<file path="src/rtl/dbf_pkg.sv">
package dbf_pkg;

  typedef enum logic [2:0] {
    OP_IDLE,
    OP_FLUSH,
    OP_WWR,
    OP_WRD,
    OP_SPUSH,
    OP_SPOP,
    OP_HPUSH,
    OP_HPOP
  } op_e;

  // odd parity: the returned bit makes the total count of ones odd
  function automatic logic odd_parity(input logic [7:0] b);
    return ~^b;
  endfunction

endpackage

</file>
<file path="src/rtl/dbf_arbiter.sv">
module dbf_arbiter
  import dbf_pkg::*;
(
  input  logic flush,
  input  logic dma_wr,
  input  logic dma_rd,
  input  logic sc_push,
  input  logic sc_pop,
  input  logic host_wr,
  input  logic host_rd,
  output op_e  op
);

  // fixed priority, one access per cycle
  always_comb begin
    if (flush)        op = OP_FLUSH;
    else if (dma_wr)  op = OP_WWR;
    else if (dma_rd)  op = OP_WRD;
    else if (sc_push) op = OP_SPUSH;
    else if (sc_pop)  op = OP_SPOP;
    else if (host_wr) op = OP_HPUSH;
    else if (host_rd) op = OP_HPOP;
    else              op = OP_IDLE;
  end

endmodule

</file>
<file path="src/rtl/dbf_ctl.sv">
module dbf_ctl
  import dbf_pkg::*;
#(
  parameter int DEPTH = 16,
  parameter int AW    = $clog2(DEPTH),
  parameter int CW    = $clog2(DEPTH + 1)
) (
  input  logic          clk,
  input  logic          rst_n,
  input  op_e           op,
  input  logic          err_clr,
  input  logic          par_mode,
  input  logic [1:0]    par_bad,
  input  logic          align_wr,
  input  logic [7:0]    align_data,
  output logic          we_lo,
  output logic          we_hi,
  output logic [AW-1:0] wptr,
  output logic [AW-1:0] rptr,
  output logic [CW-1:0] count,
  output logic          armed,
  output logic [7:0]    align_q,
  output logic          ovf,
  output logic          udf,
  output logic          perr
);

  logic [CW-1:0] free_slots;
  logic [CW-1:0] count_nx;
  logic [AW-1:0] wptr_nx, rptr_nx;
  logic          armed_nx;
  logic          set_ovf, set_udf, set_perr;
  logic          ovf_nx, udf_nx, perr_nx;

  always_comb begin
    free_slots = CW'(DEPTH) - count;
    count_nx   = count;
    wptr_nx    = wptr;
    rptr_nx    = rptr;
    armed_nx   = armed;
    we_lo      = 1'b0;
    we_hi      = 1'b0;
    set_ovf    = 1'b0;
    set_udf    = 1'b0;
    set_perr   = 1'b0;
    case (op)
      OP_FLUSH: begin
        count_nx = '0;
        wptr_nx  = '0;
        rptr_nx  = '0;
      end
      OP_WWR: begin
        if (free_slots >= CW'(2)) begin
          we_lo    = 1'b1;
          we_hi    = 1'b1;
          wptr_nx  = wptr + AW'(2);
          count_nx = count + CW'(2);
          set_perr = !par_mode && (par_bad != 2'b00);
        end else begin
          set_ovf = 1'b1;
        end
      end
      OP_WRD: begin
        if (armed && count != '0) begin
          rptr_nx  = rptr + AW'(1);
          count_nx = count - CW'(1);
          armed_nx = 1'b0;
        end else if (!armed && count >= CW'(2)) begin
          rptr_nx  = rptr + AW'(2);
          count_nx = count - CW'(2);
        end else begin
          set_udf = 1'b1;
        end
      end
      OP_SPUSH, OP_HPUSH: begin
        if (count < CW'(DEPTH)) begin
          we_lo    = 1'b1;
          wptr_nx  = wptr + AW'(1);
          count_nx = count + CW'(1);
        end else begin
          set_ovf = 1'b1;
        end
      end
      OP_SPOP, OP_HPOP: begin
        if (count != '0) begin
          rptr_nx  = rptr + AW'(1);
          count_nx = count - CW'(1);
        end else begin
          set_udf = 1'b1;
        end
      end
      default: ;
    endcase
    if (op == OP_FLUSH)  armed_nx = 1'b0;
    else if (align_wr)   armed_nx = 1'b1;
    ovf_nx  = (ovf  & ~err_clr) | set_ovf;
    udf_nx  = (udf  & ~err_clr) | set_udf;
    perr_nx = (perr & ~err_clr) | set_perr;
  end

  always_ff @(posedge clk or negedge rst_n) begin
    if (!rst_n) begin
      count   <= '0;
      wptr    <= '0;
      rptr    <= '0;
      armed   <= 1'b0;
      align_q <= '0;
      ovf     <= 1'b0;
      udf     <= 1'b0;
      perr    <= 1'b0;
    end else begin
      count <= count_nx;
      wptr  <= wptr_nx;
      rptr  <= rptr_nx;
      armed <= armed_nx;
      ovf   <= ovf_nx;
      udf   <= udf_nx;
      perr  <= perr_nx;
      if (align_wr) align_q <= align_data;
    end
  end

endmodule

</file>
<file path="src/rtl/dbf_store.sv">
module dbf_store #(
  parameter int DEPTH = 16,
  parameter int AW    = $clog2(DEPTH)
) (
  input  logic          clk,
  input  logic          we_lo,
  input  logic          we_hi,
  input  logic [AW-1:0] wptr,
  input  logic [8:0]    d_lo,
  input  logic [8:0]    d_hi,
  input  logic [AW-1:0] rptr,
  output logic [8:0]    head,
  output logic [8:0]    next
);

  // each slot holds {parity, byte}; storage carries no reset
  logic [8:0]    slot [DEPTH];
  logic [AW-1:0] wptr_p1, rptr_p1;

  assign wptr_p1 = wptr + AW'(1);
  assign rptr_p1 = rptr + AW'(1);

  always_ff @(posedge clk) begin
    for (int i = 0; i < DEPTH; i++) begin
      if (we_lo && wptr == AW'(i))         slot[i] <= d_lo;
      else if (we_hi && wptr_p1 == AW'(i)) slot[i] <= d_hi;
    end
  end

  assign head = slot[rptr];
  assign next = slot[rptr_p1];

endmodule

</file>
<file path="src/rtl/dbf_lanes.sv">
module dbf_lanes
  import dbf_pkg::*;
(
  input  logic [8:0]  head,
  input  logic [8:0]  next,
  input  logic [7:0]  align_q,
  input  logic        armed,
  input  logic        par_mode,
  output logic [15:0] rdata,
  output logic [1:0]  rpar
);

  logic [8:0] lane [2];

  assign lane[0] = armed ? {odd_parity(align_q), align_q} : head;
  assign lane[1] = armed ? head : next;

  generate
    for (genvar l = 0; l < 2; l++) begin : g_lane
      assign rdata[8*l +: 8] = lane[l][7:0];
      assign rpar[l]         = par_mode ? lane[l][8] : odd_parity(lane[l][7:0]);
    end
  endgenerate

endmodule

</file>
<file path="src/rtl/dma_byte_fifo.sv">
module dma_byte_fifo
  import dbf_pkg::*;
#(
  parameter  int DEPTH = 16,
  parameter  int BURST = 8,
  localparam int AW    = $clog2(DEPTH),
  localparam int CW    = $clog2(DEPTH + 1)
) (
  input  logic          clk,
  input  logic          rst_n,
  input  logic          flush,
  input  logic          err_clr,
  input  logic          par_mode,
  input  logic          xfer_dir,
  input  logic          align_wr,
  input  logic [7:0]    align_data,
  input  logic          dma_wr,
  input  logic [15:0]   dma_wdata,
  input  logic [1:0]    dma_wpar,
  input  logic          dma_rd,
  output logic [15:0]   dma_rdata,
  output logic [1:0]    dma_rpar,
  output logic          dreq,
  input  logic          sc_push,
  input  logic [7:0]    sc_wdata,
  input  logic          sc_pop,
  input  logic          host_wr,
  input  logic [7:0]    host_wdata,
  input  logic          host_rd,
  output logic [7:0]    byte_rdata,
  output logic [CW-1:0] count,
  output logic          full,
  output logic          empty,
  output logic          ovf_flag,
  output logic          udf_flag,
  output logic          perr_flag
);

  // reset: asserted asynchronously, released on the clock
  logic rst_meta, rst_q;
  always_ff @(posedge clk or negedge rst_n) begin
    if (!rst_n) begin
      rst_meta <= 1'b0;
      rst_q    <= 1'b0;
    end else begin
      rst_meta <= 1'b1;
      rst_q    <= rst_meta;
    end
  end

  op_e           op;
  logic          we_lo, we_hi, armed;
  logic [AW-1:0] wptr, rptr;
  logic [7:0]    align_q, push_byte;
  logic [8:0]    d_lo, d_hi, head, next;
  logic [1:0]    par_exp, par_bad;

  dbf_arbiter i_arb (
    .flush   (flush),
    .dma_wr  (dma_wr),
    .dma_rd  (dma_rd),
    .sc_push (sc_push),
    .sc_pop  (sc_pop),
    .host_wr (host_wr),
    .host_rd (host_rd),
    .op      (op)
  );

  // incoming byte and parity selection
  assign push_byte  = (op == OP_HPUSH) ? host_wdata : sc_wdata;
  assign par_exp[0] = odd_parity(dma_wdata[7:0]);
  assign par_exp[1] = odd_parity(dma_wdata[15:8]);
  assign par_bad    = dma_wpar ^ par_exp;

  always_comb begin
    if (op == OP_WWR) begin
      d_lo = {par_mode ? dma_wpar[0] : par_exp[0], dma_wdata[7:0]};
    end else begin
      d_lo = {odd_parity(push_byte), push_byte};
    end
    d_hi = {par_mode ? dma_wpar[1] : par_exp[1], dma_wdata[15:8]};
  end

  dbf_ctl #(.DEPTH(DEPTH)) i_ctl (
    .clk        (clk),
    .rst_n      (rst_q),
    .op         (op),
    .err_clr    (err_clr),
    .par_mode   (par_mode),
    .par_bad    (par_bad),
    .align_wr   (align_wr),
    .align_data (align_data),
    .we_lo      (we_lo),
    .we_hi      (we_hi),
    .wptr       (wptr),
    .rptr       (rptr),
    .count      (count),
    .armed      (armed),
    .align_q    (align_q),
    .ovf        (ovf_flag),
    .udf        (udf_flag),
    .perr       (perr_flag)
  );

  dbf_store #(.DEPTH(DEPTH)) i_store (
    .clk   (clk),
    .we_lo (we_lo),
    .we_hi (we_hi),
    .wptr  (wptr),
    .d_lo  (d_lo),
    .d_hi  (d_hi),
    .rptr  (rptr),
    .head  (head),
    .next  (next)
  );

  dbf_lanes i_lanes (
    .head     (head),
    .next     (next),
    .align_q  (align_q),
    .armed    (armed),
    .par_mode (par_mode),
    .rdata    (dma_rdata),
    .rpar     (dma_rpar)
  );

  assign byte_rdata = head[7:0];
  assign full       = (count == CW'(DEPTH));
  assign empty      = (count == '0);
  assign dreq       = xfer_dir ? ((CW'(DEPTH) - count) >= CW'(BURST))
                               : (count >= CW'(BURST));

endmodule

</file>
<file path="config.mk">
export PLATFORM = sky130hd
export DESIGN_NAME = dma_byte_fifo
export DESIGN_NICKNAME = d
export VERILOG_FILES = /design/src/rtl/dbf_pkg.sv /design/src/rtl/dbf_arbiter.sv /design/src/rtl/dbf_ctl.sv /design/src/rtl/dbf_store.sv /design/src/rtl/dbf_lanes.sv /design/src/rtl/dma_byte_fifo.sv
export SDC_FILE = /design/constraint.sdc
export NUM_CORES = 1
export LEC_CHECK = 0
export ABC_AREA = 0
export CORE_UTILIZATION = 51
export DETAILED_ROUTE_END_ITERATION = 6
export DONT_BUFFER_PORTS = 1
export PLACE_DENSITY = 0.63
export SKIP_CTS_REPAIR_TIMING = 1
export SLEW_MARGIN = 20
export SYNTH_ARGS = -nofsm -noshare
export SYNTH_HDL_FRONTEND = slang
export SYNTH_SLANG_ARGS = --single-unit
</file>
<file path="constraint.sdc">
create_clock -name clk -period 7.8 [get_ports clk]
set_input_delay 1.17 -clock clk [delete_from_list [all_inputs] [get_ports clk]]
set_output_delay 1.17 -clock clk [all_outputs]
set_load 0.02 [all_outputs]
</file>
# Word-level counts from Yosys, hierarchy flattened
# Memories as Yosys holds them, arrays and structs flattened.
# Cells that the tools add are included.
# W data, S select, Z words.
[op_classes]
addsub = 9
multipliers = 0
div = 0
order_cmp = 5
eq_ne = 42
n_shift = 0
mux = 184
bitwise = 24
n_reduce_logical = 73
[ops]
columns = ["operator", "count"]
rows = [
  ["$mux W9", 33],
  ["$reduce_or A9 Y1", 14],
  ["$mux W1", 113],
  ["$mux W4", 19],
  ["$eq A4 B4 Y1 const B", 16],
  ["$reduce_xnor A8 Y1", 6],
  ["$logic_and A1 B1 Y1", 35],
  ["$eq A4 B3 Y1 const B", 8],
  ["$mux W5", 5],
  ["$pmux W5 S5", 1],
  ["$pmux W4 S3", 2],
  ["$mux W3", 7],
  ["$or A1 B1 Y1", 19],
  ["$eq A4 B2 Y1 const B", 4],
  ["$eq A3 B3 Y1 const B", 4],
  ["$reduce_bool A3 Y1", 4],
  ["$ge A5 B2 Y1 const B", 2],
  ["$ge A5 B4 Y1 const B", 2],
  ["$reduce_bool A5 Y1", 2],
  ["$add A4 B1 Y4 const B", 2],
  ["$add A4 B2 Y4 const B", 2],
  ["$eq A4 B1 Y1 const B", 2],
  ["$logic_not A4 Y1", 2],
  ["$mux W8", 1],
  ["22 further kinds", 32],
]
[totals]
ff_bits = 27
latch_bits = 0
ram_bits = 144
romBits = 0
in_bits = 55
output_inout_bits = 37
mem_count = 1
[mem_list]
columns = ["memory", "words", "width", "rd", "rd_ports_with_merged_regs", "wr", "line", "text"]
rows = [
  ["i_store.slot", 16, 9, 2, 0, 2, "dbf_store.sv:17", "logic [8:0] slot [DEPTH];"],
]

# Longest topological paths before layout
[depth]
word_depth = 22
depth_mapped = 13
ltp_nobuf = 13

# Cells and area by module
# From an unflattened synthesis, not the netlist that was laid out.
[unflattened]
cells_unflattened = 869
area_unflattened_um2 = 11910.2
[modules_own_cells]
columns = ["mod", "instances", "cells_per_inst", "area_per_inst_um2"]
rows = [
  ["dbf_store", 1, 539, 8908.5],
  ["dbf_ctl", 1, 202, 1881.8],
  ["dma_byte_fifo", 1, 77, 586.8],
  ["dbf_lanes", 1, 40, 471.7],
  ["dbf_arbiter", 1, 11, 61.3],
]

# Least setup slack after synthesis
# OpenSTA, ideal clock, no wires.
[synth_timing]
path_type = "register to output"
start = "reg i_ctl.rptr[1]"
end = "out dma_rpar[1]"
arrival_time_ns = 3.163
setup_slack_ns = 3.467
path_stages_with_launch = 11
cell_sequence = "dfrtp_1 > ha_1 > buf_4 > buf_6 > mux4_2 > nand2_1 > and3_1 > a221oi_1 > xnor3_1 > xnor2_1 > o21ai_1"
[synth_via]
elab_chain_len = 5
[synth_lines]
columns = ["item", "line", "text"]
rows = [
  ["from (decl)", "dbf_ctl.sv:19", "output logic [AW-1:0] rptr,"],
  ["from (signal assigned)", "dbf_ctl.sv:114", "rptr <= rptr_nx;"],
  ["$add A4 B1 Y4", "dbf_store.sv:21", "assign rptr_p1 = rptr + AW'(1);"],
  ["$mem_v2 Z16 W9 *", "-", ""],
  ["$mux W9 *", "dbf_lanes.sv:16", "assign lane[1] = armed ? head : next;"],
  ["via dma_rdata[11]", "dma_byte_fifo.sv:21", "output logic [15:0] dma_rdata,"],
  ["$reduce_xnor A8 Y1 *", "dbf_pkg.sv:16", "return ~^b;"],
  ["$mux W1 *", "dbf_lanes.sv:21", "assign rpar[l] = par_mode ? lane[l][8] : odd_parity(lane[l][7:0]);"],
  ["to (decl)", "dma_byte_fifo.sv:22", "output logic [1:0] dma_rpar,"],
]
# The timed path passes the listed nets; every way through them passes the cells marked *.

# Final worst setup path
[layout_timing]
start = "reg i_ctl.rptr[0]"
end = "out dma_rpar[1]"
# Same word-level chain as after synthesis.

==> qor.csv <==
stage,metric,value,unit
run_status,status,"complete, but fails checks",
run_status,failing checks,design-rule violations,
logic_synthesis,Synth top area share,37.52,%
route,DR pass1 iterations,7,
logic_synthesis,cell taking the most area after synthesis,edfxtp_1,
logic_synthesis,"Primary FF master, synth",edfxtp_1,
setup_path,CP required,6.63,ns
setup_path,startpoint types,register,
power_and_ir_drop,Sw Pwr,0.001172,W
timing,Setup Skew,0.01939,ns
finish,NumNets Final,927,
placed_design,dpl cell area,0.01172,mm²
logic_synthesis,"Distinct cells, synth",66,
grt,pin count of the biggest net entering global routing,45,
finish,share of cells above drive strength 1,24.51,%
grt,initial antenna violation count,0,
grt,first-pass GRT wire length,48600,µm
die,Initial Utilization,52.49,%
worst_hold_path,Hold Crit Class,register to async pin,
timing,Setup-failing EPs final,0,
power_and_ir_drop,Gate power share,35.4,%
placed_design,gp weighted congestion,0.8968,
timing,setup_tns,0,ns
route,Antenna Violating Nets Remaining,0,
clock_tree,Clock Sink Count,171,
logic_synthesis,Post-Syn Nets,952,
die,IO Pins,92,
grt,vias in the first global route,7942,
timing,Max Fclk,0.1637,GHz
power_and_ir_drop,Final Power,0.003160,W
power_and_ir_drop,worst vdd ir,134.9,µV
logic_synthesis,Synth top cells by count,"edfxtp_1 (144), mux2_1 (78), mux2_2 (68)",
die,Die Span Y,152.3,µm
clock_tree,CTS tree,built,
logic_synthesis,synth top area cells,"edfxtp_1 (38%), mux4_2 (13%), mux2_1 (7.6%)",
logic_synthesis,Yosys reg bits,171,
logic_synthesis,Netlist Area Pre-Place,0.01153,mm²
power_and_ir_drop,Internal,0.001987,W
clock_tree,clk buf depth,2,
clock_tree,H-tree depth,4,
placed_design,pre-CTS setup slack,2.079,ns
die,Core ar.,0.02196,mm²
route,Post-route DRC,4,
placed_design,hpwl dp,22600,µm
clock_tree,Root Driver,clkbuf_16,
timing,Slew HR,20.73,%
timing,actual slew at the worst max-slew pin,1.181,ns
die,Die X,152.3,µm
setup_path,flop-to-flop setup slack,3.78,ns
logic_synthesis,mean area per synthesized cell,13.08,µm²
logic_synthesis,Post-synth EDFFs,144,
timing,Tmin final,6.109,ns
timing,Final Hold Fails,0,
logic_synthesis,post-synthesis sequential area ratio,43.38,%
setup_path,CP max FO,39,
route,vias post-DR,7788,
route,Iteration-0 DRC Markers,887,
logic_synthesis,Synth Area in Adders,1.737,%
logic_synthesis,top-count cell post-synth,edfxtp_1,
timing,Max Slew Vio Count,0,
power_and_ir_drop,cell area power density,255.8,mW/mm²
logic_synthesis,largest family of logic cells by synthesized area,multiplexers,
clock_tree,clock-pin slew on the worst setup and hold paths,0.08,ns
timing,"Period Utilization, post-route",78.33,%
placed_design,# port buffers,0,
clock_tree,TritonCTS buffer count,17,
finish,Diodes inserted,0,
setup_path,Worst EP arrival,4.94,ns
route,final wirelength,32230,µm
timing,worst setup margin,1.691,ns
power_and_ir_drop,leakage power,4.289,nW
grt,gr usage total,28.51,%
logic_synthesis,Synth warnings,0,
die,die area,0.02321,mm²
logic_synthesis,fraction of the mapped netlist area in simple logic gates,5.818,%
setup_path,critical path type,register to primary output,
setup_path,Critical Path End Type,primary output,
power_and_ir_drop,sw frac,37.10,%
power_and_ir_drop,Reg power frac,37.5,%
finish,P&R area growth vs syn,7.186,%
timing,unrepaired setup endpoints after global routing,no,
route,post-DR vias/cell,6.778,
grt,grt total ovfl,0,
route,mean routed wirelength per cell,28.05,µm
power_and_ir_drop,clock power share,27.1,%
logic_synthesis,Compound-Gate Fraction of Synth Area,8.228,%
finish,fin area,0.01235,mm²
clock_tree,clk_lat worst skew,0.45,ns
logic_synthesis,Synth async-reset ratio,15.79,%
logic_synthesis,Post-Synthesis Cells,881,
job,maxcap violations,0,
logic_synthesis,multiplexer share of the synthesized area,32.34,%
finish,number of fill cells,1751,
logic_synthesis,post-synthesis xor/xnor area fraction,4.646,%
die,FP Rows,54,
-- registers in the layout, indices dropped and copies added (netlist names) --
register / flops
i_store.slot: 144
i_ctl.align_q: 8
i_ctl.count: 5
i_ctl.rptr: 4
i_ctl.wptr: 4
i_ctl.armed: 1
i_ctl.ovf: 1
i_ctl.perr: 1
i_ctl.udf: 1
rst_meta: 1
rst_q: 1
-- critical path, cell delays in order (launching register included) --
cell and delay [ns]:
dfrtp_4 0.72, ha_2 0.91, buf_4 0.47, mux4_2 0.29, nand2_1 0.05, and3_1 0.19, a221oi_1 0.74, xnor3_1 0.49
xnor2_1 0.21, o21ai_1 0.39
-- power by group through the flow --
stage	Clock, W	Combinational (W)	Sequential, W
floorplan	0	0.000891	0.00116
CTS	0.000865	0.00112	0.00118
global placement	0	0.00109	0.00120
finish	0.000857	0.00112	0.00118
detailed placement	0	0.00111	0.00121
global route	0.000896	0.00119	0.00119
-- final cells by class --
class	count	area [µm²]	share of cell area, %
multi-input cells	620	6125	49.57
flip-flops and latches	171	5005	40.51
clock buffers	18	429.2	3.474
well taps	280	350.3	2.836
repair buffers	26	195.2	1.580
clock inverters	14	175.2	1.418
inverters	20	75.07	0.6077
-- cell families (layout without fill, tap and decap cells) --
group | count (synthesis) | in the layout
fa+ha+maj | 16 | 16
other cells | 1 | 1
xor+xnor | 54 | 54
flops | 171 | 171
buf+inv | 90 | 78
mux | 266 | 266
simple gates | 146 | 146
compound gates | 137 | 137
-- metal layers --
metal,wire length (µm),GRT usage (%),vias up,share of wire (%)
met5,0,0,-,0
met4,1055,11.95,0,3.3
met3,2541,4.664,65,7.9
met2,15410,46.24,398,48
met1,13220,38.21,3954,41
li1,-,-,3371,-
-- path summary, 6_finish.rpt --
kind / from / endpoint / cells after the start
min in group clk: rst_meta / rst_q / 0
setup / recovery: i_ctl.rptr[0] / dma_rpar[1] / 9
hold reg to reg: rst_q / i_ctl.align_q[5] / 0
hold / removal: rst_q / i_ctl.align_q[5] / 0
setup reg to reg: i_ctl.count[1] / i_store.slot[2][5] / 10
max in group asynchronous: rst_q / i_ctl.rptr[0] / 0
-- placed cells by master (no fill, tap or decap), types with 4 or more instances in the layout --
cell type / n
a21o_1: 11
a21oi_1: 11
a221oi_1: 8
a221oi_2: 4
a31oi_1: 6
and3_1: 10
buf_4: 26
clkbuf_16: 17
clkinv_8: 6
dfrtp_1: 25
edfxtp_1: 144
ha_1: 15
inv_1: 20
inv_6: 4
mux2_1: 78
mux2_2: 68
mux2i_1: 51
mux4_1: 5
mux4_2: 64
nand2_1: 62
nand2b_1: 6
nand3_1: 19
nor2_1: 26
nor2b_1: 5
nor3_1: 5
o211ai_1: 7
o21ai_0: 11
o21ai_1: 31
o21ai_2: 10
xnor2_1: 43
xnor3_1: 4
xor2_1: 6
-- through the flow --
| stage | hold slack [ns] | util [%] | std cells |
|---|---|---|---|
| 4_1_cts | 0.3535 | 56.14 | 1149 |
| 3_3_place_gp | 0.3381 | 53.35 | 1117 |
| 6_report | 0.2878 | 56.26 | 1149 |
| 2_1_floorplan | 0.3206 | - | 881 |
| 5_1_grt | 0.3406 | 56.26 | 1149 |
| 3_5_place_dp | 0.3435 | 53.38 | 1117 |
No activity file was read; power rests on OpenSTA's default activity.
